**src/rtl/vc_pkg.sv**
```systemverilog
`timescale 1ns/1ps
// Shared types for the 4:2:2 capture block: mode encodings and legality test.
package vc_pkg;
    typedef enum logic [2:0] {
        MODE_SD   = 3'b000,
        MODE_DDR  = 3'b010,
        MODE_ED2X = 3'b111
    } vc_mode_e;

    // Returns 1 when a raw 3-bit value is one of the three supported modes.
    function automatic logic mode_legal(input logic [2:0] m);
        return (m == MODE_SD) || (m == MODE_DDR) || (m == MODE_ED2X);
    endfunction
endpackage

```
**src/rtl/vc_mode_reg.sv**
```systemverilog
`timescale 1ns/1ps
// Configuration register. Holds the capture mode, the luma lane choice and the
// external sync enable. Assumes writes arrive as single-cycle strobes; an
// unsupported mode value leaves the previous mode in place.
module vc_mode_reg
    import vc_pkg::*;
(
    input  logic       clk,
    input  logic       rst_n,
    input  logic       cfg_we,
    input  logic [2:0] cfg_mode,
    input  logic [1:0] cfg_luma_edge,
    input  logic       cfg_ext_sync,
    output logic [2:0] mode,
    output logic       is_ddr,
    output logic       luma_on_fall,
    output logic       ext_on
);
    vc_mode_e   mode_q;
    logic [1:0] edge_q;
    logic       ext_q;

    // Register update: load edge and sync fields, load mode only when legal.
    always_ff @(posedge clk) begin
        if (!rst_n) begin
            mode_q <= MODE_SD;
            edge_q <= 2'b00;
            ext_q  <= 1'b0;
        end else if (cfg_we) begin
            if (mode_legal(cfg_mode)) mode_q <= vc_mode_e'(cfg_mode);
            edge_q <= cfg_luma_edge;
            ext_q  <= cfg_ext_sync;
        end
    end

    // Decoded controls for the datapath.
    always_comb begin
        mode         = mode_q;
        is_ddr       = (mode_q == MODE_DDR);
        luma_on_fall = &edge_q;
        ext_on       = ext_q && (mode_q != MODE_ED2X);
    end
endmodule

```
**src/rtl/vc_code_track.sv**
```systemverilog
`timescale 1ns/1ps
// Timing-code tracker. Keeps a short history of incoming bytes (or byte pairs
// in double-data-rate mode) so that a code can be recognised before any of its
// bytes is handed on. Presents the oldest history unit for unpacking, with a
// flag saying whether it may be used. Assumes an 8-bit-style code: all-ones,
// zero run, then a flag byte whose bits DW-2..DW-4 are F, V, H.
module vc_code_track #(
    parameter int DW       = 8,
    parameter int CODE_LEN = 4
) (
    input  logic          clk,
    input  logic          rst_n,
    input  logic          flush,
    input  logic          is_ddr,
    input  logic          luma_on_fall,
    input  logic          sol_in,
    input  logic [DW-1:0] din_r,
    input  logic [DW-1:0] din_f,
    output logic [DW-1:0] unit_a,
    output logic [DW-1:0] unit_b,
    output logic          unit_sol,
    output logic          unit_ok,
    output logic          restart,
    output logic          fld_f,
    output logic          blank_v,
    output logic          blank_h,
    output logic          active,
    output logic          sav_seen,
    output logic          eav_seen
);
    localparam int HIST = CODE_LEN - 1;
    localparam int SKW  = $clog2(HIST + 1);
    localparam int FB   = DW - 2;
    localparam int VB   = DW - 3;
    localparam int HB   = DW - 4;

    logic [DW-1:0] a_in, b_in;
    logic [DW-1:0] hist_a [HIST];
    logic [DW-1:0] hist_b [HIST];
    logic [HIST-1:0] hist_s;
    logic [SKW-1:0]  skip;
    logic code_hit, tail_zero, xy_f, xy_v, xy_h;

    // Lane steering: a is chroma (or the single byte), b is luma in DDR.
    always_comb begin
        if (is_ddr && !luma_on_fall) begin
            a_in = din_f;
            b_in = din_r;
        end else begin
            a_in = din_r;
            b_in = din_f;
        end
    end

    // Code recognition on the history plus the newest unit.
    always_comb begin
        tail_zero = 1'b1;
        for (int i = 1; i < HIST; i++) begin
            if (hist_a[i] != '0) tail_zero = 1'b0;
        end
        if (is_ddr) begin
            code_hit = (hist_a[HIST-1] == '1) && (hist_b[HIST-1] == '0) && (a_in == '0);
            xy_f     = b_in[FB];
            xy_v     = b_in[VB];
            xy_h     = b_in[HB];
            unit_a   = hist_a[HIST-1];
            unit_sol = hist_s[HIST-1];
        end else begin
            code_hit = (hist_a[0] == '1) && tail_zero;
            xy_f     = a_in[FB];
            xy_v     = a_in[VB];
            xy_h     = a_in[HB];
            unit_a   = hist_a[0];
            unit_sol = hist_s[0];
        end
        unit_b  = hist_b[HIST-1];
        unit_ok = !code_hit && (skip == '0);
        restart = code_hit && !xy_h;
    end

    // History shift: oldest at index 0, newest at HIST-1.
    always_ff @(posedge clk) begin
        if (!rst_n || flush) begin
            for (int i = 0; i < HIST; i++) begin
                hist_a[i] <= '0;
                hist_b[i] <= '0;
            end
            hist_s <= '0;
        end else begin
            for (int i = 0; i < HIST - 1; i++) begin
                hist_a[i] <= hist_a[i+1];
                hist_b[i] <= hist_b[i+1];
                hist_s[i] <= hist_s[i+1];
            end
            hist_a[HIST-1] <= a_in;
            hist_b[HIST-1] <= b_in;
            hist_s[HIST-1] <= sol_in;
        end
    end

    // Code state: flag latch, active window, pulses and code-byte suppression.
    always_ff @(posedge clk) begin
        if (!rst_n || flush) begin
            skip     <= '0;
            fld_f    <= 1'b0;
            blank_v  <= 1'b0;
            blank_h  <= 1'b0;
            active   <= 1'b0;
            sav_seen <= 1'b0;
            eav_seen <= 1'b0;
        end else begin
            sav_seen <= 1'b0;
            eav_seen <= 1'b0;
            if (code_hit) begin
                skip     <= is_ddr ? SKW'(1) : SKW'(HIST);
                fld_f    <= xy_f;
                blank_v  <= xy_v;
                blank_h  <= xy_h;
                active   <= !xy_h && !xy_v;
                sav_seen <= !xy_h;
                eav_seen <= xy_h;
            end else if (skip != '0) begin
                skip <= skip - SKW'(1);
            end
        end
    end
endmodule

```
**src/rtl/vc_unpack.sv**
```systemverilog
`timescale 1ns/1ps
// 4:2:2 unpacker. Takes one usable unit per cycle from the code tracker and
// pairs each luma byte with its chroma byte. Assumes the tracker already
// removed code bytes; a start-of-line flag on a unit forces it to be Cb.
module vc_unpack #(
    parameter int DW = 8
) (
    input  logic          clk,
    input  logic          rst_n,
    input  logic          flush,
    input  logic          is_ddr,
    input  logic          active,
    input  logic          restart,
    input  logic          unit_ok,
    input  logic          unit_sol,
    input  logic [DW-1:0] unit_a,
    input  logic [DW-1:0] unit_b,
    output logic [DW-1:0] pix_y,
    output logic [DW-1:0] pix_c,
    output logic          pix_c_is_cr,
    output logic          pix_valid
);
    logic [1:0]    phase, eff;
    logic [DW-1:0] chroma_q;

    // Effective phase: external start of line forces Cb.
    always_comb eff = unit_sol ? 2'd0 : phase;

    // Phase advance and sample emission.
    always_ff @(posedge clk) begin
        if (!rst_n) begin
            phase       <= 2'd0;
            chroma_q    <= '0;
            pix_y       <= '0;
            pix_c       <= '0;
            pix_c_is_cr <= 1'b0;
            pix_valid   <= 1'b0;
        end else begin
            pix_valid <= 1'b0;
            if (flush || restart) begin
                phase <= 2'd0;
            end else if (unit_ok) begin
                if (is_ddr) begin
                    pix_y       <= unit_b;
                    pix_c       <= unit_a;
                    pix_c_is_cr <= eff[0];
                    pix_valid   <= active;
                    phase       <= {1'b0, ~eff[0]};
                end else begin
                    case (eff)
                        2'd0, 2'd2: chroma_q <= unit_a;
                        default: begin
                            pix_y       <= unit_a;
                            pix_c       <= chroma_q;
                            pix_c_is_cr <= eff[1];
                            pix_valid   <= active;
                        end
                    endcase
                    phase <= eff + 2'd1;
                end
            end
        end
    end
endmodule

```
**src/rtl/vid422_capture.sv**
```systemverilog
`timescale 1ns/1ps
// Top of the multi-mode 4:2:2 capture block. Assumes the two byte lanes were
// captured on the rising and falling pixel clock edges by the I/O ring and are
// presented together in this clock domain. Wires the configuration register,
// external sync edge logic, code tracker and unpacker.
module vid422_capture #(
    parameter int DW = 8
) (
    input  logic          clk,
    input  logic          rst_n,
    input  logic          cfg_we,
    input  logic [2:0]    cfg_mode,
    input  logic [1:0]    cfg_luma_edge,
    input  logic          cfg_ext_sync,
    input  logic [DW-1:0] bus_rise,
    input  logic [DW-1:0] bus_fall,
    input  logic          hsync_n,
    input  logic          vsync_n,
    output logic [DW-1:0] pix_y,
    output logic [DW-1:0] pix_c,
    output logic          pix_c_is_cr,
    output logic          pix_valid,
    output logic          fld_f,
    output logic          blank_v,
    output logic          blank_h,
    output logic          sav_seen,
    output logic          eav_seen,
    output logic          ext_hs,
    output logic          ext_vs,
    output logic [2:0]    mode_out
);
    logic is_ddr, luma_on_fall, ext_on, hs_prev, sol_in;
    logic active, restart, unit_ok, unit_sol;
    logic [DW-1:0] unit_a, unit_b;

    vc_mode_reg u_cfg (
        .clk(clk), .rst_n(rst_n), .cfg_we(cfg_we), .cfg_mode(cfg_mode),
        .cfg_luma_edge(cfg_luma_edge), .cfg_ext_sync(cfg_ext_sync),
        .mode(mode_out), .is_ddr(is_ddr), .luma_on_fall(luma_on_fall), .ext_on(ext_on)
    );

    // External sync: falling-edge detect and registered active-high flags.
    always_ff @(posedge clk) begin
        if (!rst_n) begin
            hs_prev <= 1'b1;
            ext_hs  <= 1'b0;
            ext_vs  <= 1'b0;
        end else begin
            hs_prev <= hsync_n;
            ext_hs  <= ext_on && !hsync_n;
            ext_vs  <= ext_on && !vsync_n;
        end
    end

    // Start of line: first low sample of hsync_n while sync is honoured.
    always_comb sol_in = ext_on && hs_prev && !hsync_n;

    vc_code_track #(.DW(DW)) u_track (
        .clk(clk), .rst_n(rst_n), .flush(cfg_we), .is_ddr(is_ddr),
        .luma_on_fall(luma_on_fall), .sol_in(sol_in), .din_r(bus_rise), .din_f(bus_fall),
        .unit_a(unit_a), .unit_b(unit_b), .unit_sol(unit_sol), .unit_ok(unit_ok),
        .restart(restart), .fld_f(fld_f), .blank_v(blank_v), .blank_h(blank_h),
        .active(active), .sav_seen(sav_seen), .eav_seen(eav_seen)
    );

    vc_unpack #(.DW(DW)) u_unpack (
        .clk(clk), .rst_n(rst_n), .flush(cfg_we), .is_ddr(is_ddr), .active(active),
        .restart(restart), .unit_ok(unit_ok), .unit_sol(unit_sol),
        .unit_a(unit_a), .unit_b(unit_b), .pix_y(pix_y), .pix_c(pix_c),
        .pix_c_is_cr(pix_c_is_cr), .pix_valid(pix_valid)
    );
endmodule

```
**config.mk**
```make
export PLATFORM = sky130hd
export DESIGN_NAME = vid422_capture
export DESIGN_NICKNAME = d
export VERILOG_FILES = /design/src/rtl/vc_pkg.sv /design/src/rtl/vc_mode_reg.sv /design/src/rtl/vc_code_track.sv /design/src/rtl/vc_unpack.sv /design/src/rtl/vid422_capture.sv
export SDC_FILE = /design/constraint.sdc
export NUM_CORES = 1
export LEC_CHECK = 0
export BUFFER_PORTS_ARGS = -buffer_cell sky130_fd_sc_hd__buf_4
export CORE_MARGIN = 8
export CORE_UTILIZATION = 50
export CTS_CLUSTER_SIZE = 25
export DETAILED_ROUTE_END_ITERATION = 10
export PLACE_DENSITY = 0.73
export SLEW_MARGIN = 20
export SYNTH_ARGS = -nofsm -noshare
export SYNTH_HDL_FRONTEND = slang
export SYNTH_HIERARCHICAL = 1
export SYNTH_SLANG_ARGS = --single-unit
```
**constraint.sdc**
```tcl
create_clock -name clk -period 4.5 [get_ports clk]
set_input_delay 0.225 -clock clk [delete_from_list [all_inputs] [get_ports clk]]
set_output_delay 0.225 -clock clk [all_outputs]
set_load 0.05 [all_outputs]
```
==> run metrics <==
estimated wirelength of the detail-placed design=5.730 mm; warnings from Yosys=6; count of pins on the block boundary=55; highest ir drop seen on vdd=0.1719 mV; register area share after synthesis=46.49%; setup_tns=0 ps; violation count after the first detailed-routing iteration=140; total standard cell area after synthesis=3445 um^2; Final Net Count=425; TritonCTS Buffers=9; Crit Path Category=register to register; clk_lat worst skew=350 ps; detailed-route vias per instance=5.517; minimum clock period after layout=3530 ps; commonest register cell after synthesis=sky130_fd_sc_hd__dfxtp_1; Rows=30; crit end category=register; count of buffers added by post-CTS timing repair for setup=0; number of buffers between clock root and the deepest sink=2; largest net degree at the start of global routing=50; clock skew after layout=4.114 ps; status=finished, final reports clean; Total GRT Usage=16.65%; ant diodes=0; total non-filler cell area in the finished layout=4065 um^2; Die Height=99 um; number of storage elements in the synthesis netlist=80; area of the core=6719 um^2; starting density of the core=51.27%; total clock sinks=80; clock transition at the registers of the reported paths=80 ps; Worst slew margin=50.04%; DRT antenna net count=0; total routed wirelength=7.909 mm; synthesized instance count=352; leak pwr=1.816 nW; count of buffers inserted at the top-level ports=54; Worst Path Required=4710 ps; synthesized netlist net count=380; cell area after placement=3867 um^2; max-capacitance violation count=0; CP arrival=3740 ps; number of gates resized after CTS=0; Power Density=362.4 nW/um^2; Power, Total=1.473 mW; weighted congestion reported at the end of routability-driven placement=0.8205; Pre-Repair DR Iteration Count=4; total of endpoints with negative setup slack in the final report=0; full die area=9801 um^2; number of distinct library cells after synthesis=48; global-route wire length before repair=12.94 mm; count of flip-flops with a built-in enable after synthesis=0; max-slew violation count=0; Worst Max-Slew Pin Slew=749.4 ps; layout overhead on the synthesized area=18.02%; final global-route overflow total=0; number of vias in the routed layout=2659; maximum fanout count along the critical path=18; routed wire length per instance=16.41 um; number of global-route vias before repair=2617; number of H-tree levels=3; fraction of the cycle the final worst path needs=78.45%; Max Clock Freq=0.2832 GHz; Post-route DRC=0; die span in x=99 um; TritonCTS clock tree=built; post-synthesis area per instance=9.786 um^2; startpoint kind of the worst setup timing path=register; Hold Vio Cnt, Final=0; proportion of synthesized flip-flops having asynchronous set or reset=0%; setup repair after global routing missed its margin=no; master cell of the clock root buffer=sky130_fd_sc_hd__clkbuf_8; worst min-delay path class=input port to register; Finished Core Util=60.50%; total of hold buffers inserted after clock tree synthesis=0; ratio of cells with drive above 1 in the final layout=24.38%; number of antenna violations at the first check in global routing=0
[final timing paths]
check | from | to | slack (ps) | depth (start not counted)
min reg2reg | u_track/hist_s[1] | u_track/hist_s[0] | 430 | 1
min | hsync_n | hs_prev | 70 | 2
max | u_cfg/mode[1] | u_unpack/pix_c_is_cr | 970 | 9
max reg2reg | u_cfg/mode[1] | u_unpack/pix_c_is_cr | 970 | 9
[per-stage QoR]
stage	setup WS, ps	cells	hold slack [ps]
2_1_floorplan	1401	352	298.0
3_3_place_gp	1185	466	410.2
3_5_place_dp	1037	466	412.1
4_1_cts	1003	482	60.77
5_1_grt	576.9	482	72.48
6_report	969.5	482	71.06
[flip-flops by register name (all words and copies together) (netlist names), 2 cells and up]
signal             count
u_cfg/mode             3
u_unpack/pix_y         8
u_track/skip           2
u_unpack/chroma_q      8
u_track/hist_s         3
u_track/hist_b         8
u_cfg/edge_q           2
u_track/hist_a        24
u_unpack/phase         2
u_unpack/pix_c         8
[cells in the final DEF, fill, tap and decap left out, types with 4 or more instances in the layout]
master / instances
sky130_fd_sc_hd__nor3_1: 9
sky130_fd_sc_hd__nand2_1: 57
sky130_fd_sc_hd__a21oi_1: 19
sky130_fd_sc_hd__buf_4: 59
sky130_fd_sc_hd__o211ai_1: 16
sky130_fd_sc_hd__o211a_1: 16
sky130_fd_sc_hd__mux2_2: 9
sky130_fd_sc_hd__clkbuf_8: 10
sky130_fd_sc_hd__o21a_1: 4
sky130_fd_sc_hd__nand2b_1: 4
sky130_fd_sc_hd__dfxtp_1: 80
sky130_fd_sc_hd__mux2i_1: 29
sky130_fd_sc_hd__and2_1: 20
sky130_fd_sc_hd__nor2_1: 9
sky130_fd_sc_hd__nor2b_1: 6
sky130_fd_sc_hd__nor4_1: 5
[cells in the mapped netlist (5+ instances only)]
library cell / number / area share [%]
sky130_fd_sc_hd__o211a_1: 16 / 4.6
sky130_fd_sc_hd__nor4_1: 5 / 0.91
sky130_fd_sc_hd__nor2b_1: 6 / 1.1
sky130_fd_sc_hd__nand2_1: 57 / 6.2
sky130_fd_sc_hd__o211ai_1: 16 / 3.5
sky130_fd_sc_hd__clkbuf_1: 12 / 1.3
sky130_fd_sc_hd__mux2_2: 9 / 2.9
sky130_fd_sc_hd__buf_2: 9 / 1.3
sky130_fd_sc_hd__nor2_1: 9 / 0.98
sky130_fd_sc_hd__nor3_1: 9 / 1.3
sky130_fd_sc_hd__mux2i_1: 29 / 8.4
sky130_fd_sc_hd__dfxtp_1: 80 / 46
sky130_fd_sc_hd__and2_1: 20 / 3.6
sky130_fd_sc_hd__a21oi_1: 19 / 2.8
[cell families after synthesis]
family,after synthesis,synth area share [%]
adders and majority gates,1,0.3632
and+or+nand+nor,134,21.98
xor gates and xnor gates,2,0.5086
muxes,38,11.37
DFF,80,46.49
AOI/OAI and AO/OA,69,15.15
buffers and inverters,28,4.141
[area by class of cell]
type | count | area (um^2)
clock buffer | 11 | 141.4
clock inverter | 5 | 56.30
fill | 568 | 2654
inverter | 3 | 11.26
multi-input combinational | 244 | 1712
sequential | 80 | 1602
tap | 80 | 100.1
timing repair buffer | 59 | 442.9
[routing by layer]
metal	global-route usage [%]	wire (um)	part of all wire (%)	up-vias
met5	0	0	0	-
met3	3.735	373	4.7	10
met4	7.910	119	1.5	0
met2	26.98	3798	48	65
met1	20.40	3618	46	1245
li1	-	-	-	1339
[critical path, cell delays in order, from the launching register on]
cell                       delay, ps
sky130_fd_sc_hd__dfxtp_1         380
sky130_fd_sc_hd__nor3b_2         270
sky130_fd_sc_hd__nand2b_1        370
sky130_fd_sc_hd__and3_1          290
sky130_fd_sc_hd__o2111a_4        340
sky130_fd_sc_hd__nor2_4          160
sky130_fd_sc_hd__and2_2          230
sky130_fd_sc_hd__nor3b_4         590
sky130_fd_sc_hd__o21a_1          590
sky130_fd_sc_hd__o21ai_0         170
[where the power goes]
part	total (mW)	internal, mW	switching (mW)
registers	0.748	0.732	0.0160
logic	0.197	0.0757	0.121
clock network	0.528	0.271	0.258
total	1.47	1.08	0.395
(Power assumes the default switching activity.)
